File: config.mk
export PLATFORM = sky130hd
export DESIGN_NAME = pc_next_unit
export DESIGN_NICKNAME = d
export VERILOG_FILES = /design/src/rtl/pc_next_pkg.sv /design/src/rtl/pc_next_ctrl.sv /design/src/rtl/pc_next_dp.sv /design/src/rtl/pc_next_unit.sv
export SDC_FILE = /design/constraint.sdc
export NUM_CORES = 1
export LEC_CHECK = 0
export BUFFER_PORTS_ARGS = -buffer_cell sky130_fd_sc_hd__buf_2
export CAP_MARGIN = 0
export CORE_ASPECT_RATIO = 2
export CORE_MARGIN = 2
export CORE_UTILIZATION = 53
export CTS_CLUSTER_DIAMETER = 40
export DETAILED_ROUTE_END_ITERATION = 16
export PLACE_DENSITY = 0.89
export SLEW_MARGIN = 20
export SYNTH_ARGS = -nofsm -noshare
export SYNTH_HDL_FRONTEND = slang
export SYNTH_SLANG_ARGS = --single-unit
File: constraint.sdc
create_clock -name clk -period 3.5 [get_ports clk]
set_input_delay 0.525 -clock clk [delete_from_list [all_inputs] [get_ports clk]]
set_output_delay 0.525 -clock clk [all_outputs]
set_load 0.03 [all_outputs]
File: src/rtl/pc_next_pkg.sv
package pc_next_pkg;

  // Strobes passed from next-address control to the datapath
  typedef struct packed {
    logic takeJump;    // select the pseudo-direct jump target
    logic takeBranch;  // select the PC-relative branch target
  } nextSel_t;

endpackage

File: src/rtl/pc_next_ctrl.sv
module pc_next_ctrl
  import pc_next_pkg::*;
(
  input  logic     brReq,
  input  logic     cmpEq,
  input  logic     jmpReq,
  output nextSel_t sel
);

  logic branchTaken;

  always_comb begin
    branchTaken    = brReq & cmpEq;
    sel.takeJump   = jmpReq;
    // jump has priority: a taken branch is masked while a jump is requested
    sel.takeBranch = branchTaken & ~jmpReq;
  end

endmodule

File: src/rtl/pc_next_dp.sv
module pc_next_dp
  import pc_next_pkg::*;
#(
  parameter int ADDR_W     = 32,
  parameter int IMM_W      = 16,
  parameter int TGT_W      = 26,
  parameter int WORD_SHIFT = 2,
  parameter logic [ADDR_W-1:0] RESET_ADDR = '0
) (
  input  logic              clk,
  input  logic              rst,
  input  nextSel_t          sel,
  input  logic [IMM_W-1:0]  offsetImm,
  input  logic [TGT_W-1:0]  jmpField,
  output logic [ADDR_W-1:0] fetchAddr,
  output logic [ADDR_W-1:0] seqAddr
);

  localparam int REGION_W = ADDR_W - TGT_W - WORD_SHIFT;
  localparam int EXT_W    = ADDR_W - IMM_W - WORD_SHIFT;
  localparam logic [ADDR_W-1:0] STEP = ADDR_W'(1) << WORD_SHIFT;

  logic [ADDR_W-1:0] pcQ;
  logic [ADDR_W-1:0] pcIncr;
  logic [ADDR_W-1:0] brOffset;
  logic [ADDR_W-1:0] brTarget;
  logic [ADDR_W-1:0] jmpTarget;
  logic [ADDR_W-1:0] afterBranch;
  logic [ADDR_W-1:0] pcNext;

  // dedicated sequential incrementer
  assign pcIncr = pcQ + STEP;

  // sign-extended, word-scaled branch displacement
  assign brOffset = {{EXT_W{offsetImm[IMM_W-1]}}, offsetImm, {WORD_SHIFT{1'b0}}};

  // branch target adder works from the incremented address
  assign brTarget = pcIncr + brOffset;

  // pseudo-direct jump: region bits of the incremented address
  generate
    if (REGION_W > 0) begin : g_region
      assign jmpTarget = {pcIncr[ADDR_W-1 -: REGION_W], jmpField, {WORD_SHIFT{1'b0}}};
    end else begin : g_flat
      assign jmpTarget = ADDR_W'({jmpField, {WORD_SHIFT{1'b0}}});
    end
  endgenerate

  // two cascaded selectors: branch first, then jump
  always_comb begin
    afterBranch = sel.takeBranch ? brTarget : pcIncr;
    pcNext      = sel.takeJump ? jmpTarget : afterBranch;
  end

  always_ff @(posedge clk) begin
    if (rst) pcQ <= RESET_ADDR;
    else     pcQ <= pcNext;
  end

  assign fetchAddr = pcQ;
  assign seqAddr   = pcIncr;

endmodule

File: src/rtl/pc_next_unit.sv
module pc_next_unit
  import pc_next_pkg::*;
#(
  parameter int ADDR_W = 32,
  parameter int IMM_W  = 16,
  parameter int TGT_W  = 26
) (
  input  logic              clk,
  input  logic              rst,
  input  logic              brReq,
  input  logic              cmpEq,
  input  logic              jmpReq,
  input  logic [IMM_W-1:0]  offsetImm,
  input  logic [TGT_W-1:0]  jmpField,
  output logic [ADDR_W-1:0] fetchAddr,
  output logic [ADDR_W-1:0] seqAddr
);

  nextSel_t sel;

  pc_next_ctrl ctrl_i (
    .brReq (brReq),
    .cmpEq (cmpEq),
    .jmpReq(jmpReq),
    .sel   (sel)
  );

  pc_next_dp #(
    .ADDR_W    (ADDR_W),
    .IMM_W     (IMM_W),
    .TGT_W     (TGT_W),
    .WORD_SHIFT(2),
    .RESET_ADDR('0)
  ) dp_i (
    .clk      (clk),
    .rst      (rst),
    .sel      (sel),
    .offsetImm(offsetImm),
    .jmpField (jmpField),
    .fetchAddr(fetchAddr),
    .seqAddr  (seqAddr)
  );

endmodule

==> impl_metrics.csv <==
group,metric,value,unit
detailed_routing,drt_pass1_iterations,6,
timing,period_minus_slack,3.42,ns
detailed_routing,vias_per_cell,6.39,
yosys,yosys_register_bits,30,
cells_and_area,antenna_cells,0,
yosys,synth_ff_type,"dfxtp_1",
yosys,synth.top_cell.area_share,0.171,
floorplanning,dieArea,7330,sq um
detailed_routing,wirelength,12700,microns
placed_design,hpwl,9140,microns
status,outcome,"finished clean",
floorplanning,fp.coreArea,6520,sq um
yosys,synth_top_area_cell,"dfxtp_1",
global_route,antenna_found_initial,0,
yosys,yosysMostFrequentCell,"nand2_1",
cts,cts_sinks,30,
yosys,ys_warn_count,0,
cells_and_area,multi_input_area,2950,sq um
cts,clk_latency,0.29,ns
floorplanning,rows,42,
setup_path,crit_path_max_incr_delay,0.39,ns
floorplanning,io_pins,111,
placed_design,pre_cts_slack,-0.0276,ns
timing,slew_viol_final,0,
cells_and_area,nets,653,
yosys,ys_types,57,
global_route,grt_max_degree,29,
global_route,grt_util_met2,0.553,
global_route,top_usage_layer,"met2",
hold_path,min_path_type,"in2reg",
timing,finClkSkew,0.00971,ns
placed_design,io_buffer_count,106,
flow_run,drv_cap,0,
cts,htree_levels,2,
detailed_routing,dr.first_iter.drc_count,343,
detailed_routing,wl_per_cell,19.3,microns
cts,clock-root-buffer,"clkbuf_16",
yosys,synthSimpleGateAreaFrac,0.211,
setup_path,critPathMaxFanout,7,
yosys,netlist_top_cells_area,"dfxtp_1 17%, ha_1 13%, xnor2_1 6.5%",
global_route,grt_usage,0.340,
floorplanning,die_y,119,microns
yosys,synthAdderAreaFrac,0.134,
setup_path,path_class,"reg2reg",
setup_path,end_kind,"flip-flop",
yosys,synth_compound_area_frac,0.314,
timing,slew_headroom,0.418,
setup_path,path_cells,"and4_4 > nand2_1 > nor2_4 > nand2_1 > xnor2_4 > ha_1 > a21o_1 > a21o_1 > a21o_1 > a2111oi_4 > o21ai_2 > a211o_1 > o2111ai_1 > a21oi_1",
detailed_routing,vias,4203,
cells_and_area,fillers,549,
power,vdd_drop_max,431,uV
cells_and_area,syn_to_final_growth,30.1,%
cts,clk_pin_slew,0.05,ns
yosys,ys_async_sr_fraction,0,
setup_path,worstPathArrival,3.56,ns
global_route,met3_usage,0.0673,
setup_path,reg2reg_depth,14,
global_route,grt_use_met1,0.399,
timing,setup_slack,0.0816,ns
floorplanning,start_util,0.538,
yosys,synth-edff-count,0,
yosys,synth_top_family_by_area,"compound AO/OA/AOI/OAI gates",
yosys,synth_xor_area_frac,0.122,
cts,post_cts_buffers,0,
timing,post-route-period-util,0.977,
setup_path,worstPathRequired,3.64,ns
cts,cts_tree,"yes",
yosys,syn_area,3510,sq um
setup_path,regToRegSetupSlack,0.08,ns
cells_and_area,finish.utilization,0.700,
cells_and_area,largest_register_ffs,30,
timing,fmax,0.293,GHz
yosys,syn_inst,456,
cells_and_area,drive_gt1_frac,0.333,
global_route,grt_pass1_wl,18800,microns
yosys,ys_seq_area_frac,0.171,
timing,report.final.hold_viol_count,0,
global_route,grt_pass1_vias,3984,
placed_design,gp_congestion,1.06,
timing,rsz0062_at_grt,"yes",
timing,worst_pin_slew,0.873,ns
cts,cts_buffers,5,
setup_path,crit_path_frequent_cell,"a21o_1",
detailed_routing,drc,0,
setup_path,slowest_stage,"dfxtp_4",
yosys,synth_commonest_cells,"42 x nand2_1, 38 x a21oi_1, 36 x ha_1",
yosys,synth.avg_cell_area,7.69,sq um
cells_and_area,regArea,622,sq um
cts,cts_buffer_depth,2,
power,finalPower,1650,uW
yosys,synth.area.mux_share,0.00321,
setup_path,start_kind,"flip-flop",
global_route,gr-total-overflow,0,
floorplanning,die_w,61.5,microns
hold_path,hold_depth,2,
detailed_routing,ant_nets,0,
cts,hold_buffers,0,
timing,setup_viol,0,
power,cellPowerDensity,361,nW/um^2
power,p_leak,0.00232,uW
[metal layers]
metal / up-vias / share of wire
li1: 1908 / -
met1: 1939 / 0.37
met2: 290 / 0.49
met3: 66 / 0.093
met4: 0 / 0.047
met5: - / 0
[area by class of cell]
cell class | instances | area share
Tap cell | 88 | 0.0241
Multi-Input combinational cell | 394 | 0.646
Timing Repair Buffer | 128 | 0.152
Sequential cell | 30 | 0.136
Clock buffer | 6 | 0.0304
Clock inverter | 2 | 0.00274
Inverter | 10 | 0.00823
[where the power goes]
group          leakage (uW)  internal [uW]  switching, uW
logic               0.00200            295            487
registers          0.000253            372           39.9
clock network     0.0000729            281            174
[through the flow]
| stage | cell area, sq um | TNS (ns) | std cells | hold WS, ns |
|---|---|---|---|---|
| floorplan | 3660 | -0.00178 | 459 | 0.662 |
| global placement | 4350 | 0 | 650 | 0.595 |
| detailed placement | 4350 | -0.0276 | 650 | 0.635 |
| CTS | 4510 | 0 | 658 | 0.462 |
| global route | 4560 | -0.134 | 658 | 0.469 |
| finish | 4560 | 0 | 658 | 0.460 |
[critical path, delay by kind of cell, from the launching register on]
| kind | cells | cell delay, ns |
|---|---|---|
| simple gates | 4 | 0.73 |
| xor+xnor | 1 | 0.23 |
| flops | 1 | 0.39 |
| compound gates | 8 | 1.62 |
| fa+ha+maj | 1 | 0.29 |
[worst paths after layout]
kind | start | end
worst max-delay path | dp_i.fetchAddr[6] | dp_i.fetchAddr[22]
worst min-delay path | jmpField[21] | dp_i.fetchAddr[23]
worst max register to register | dp_i.fetchAddr[6] | dp_i.fetchAddr[22]
worst min register to register | dp_i.fetchAddr[2] | dp_i.fetchAddr[2]
[kinds of logic after synthesis]
family,count (synthesis)
compound gates,154
xor+xnor,48
fa+ha+maj,37
buf+inv,35
flops,30
mux,1
other cells,1
simple gates,150
[layout by cell type (no fill, tap or decap), types with 3 or more instances in the layout]
cell type / Yosys / layout
nand2_1: 42 / 41
nor2_1: 35 / 33
a211oi_1: 12 / 12
a21o_1: 24 / 24
ha_1: 36 / 34
and2_1: 4 / 3
inv_1: 10 / 10
buf_4: 4 / 22
nor3_1: 5 / 4
o21ai_0: 23 / 23
nand3_1: 19 / 19
buf_2: 3 / 106
and3_1: 12 / 11
xnor2_1: 26 / 13
xnor2_2: 1 / 13
dfxtp_2: 0 / 8
nand4_1: 10 / 10
dfxtp_1: 30 / 19
conb_1: 1 / 4
a31oi_1: 8 / 8
a21oi_1: 38 / 36
nor4b_1: 4 / 4
xor2_1: 21 / 19
o21bai_1: 6 / 6
o22ai_1: 6 / 6
dfxtp_4: 0 / 3
o211a_1: 7 / 7
o211ai_1: 5 / 5
clkbuf_16: 0 / 5
and4_1: 5 / 3
nand2b_1: 4 / 4
[what timing repair did]
item / CTS / global route
endpoints found under the setup margin: 4 / 11
hold endpoints to repair: 0 / 0
gates resized for setup: 4 / 14
pin swaps: 0 / 2
Power figures use the tool's default switching activity.
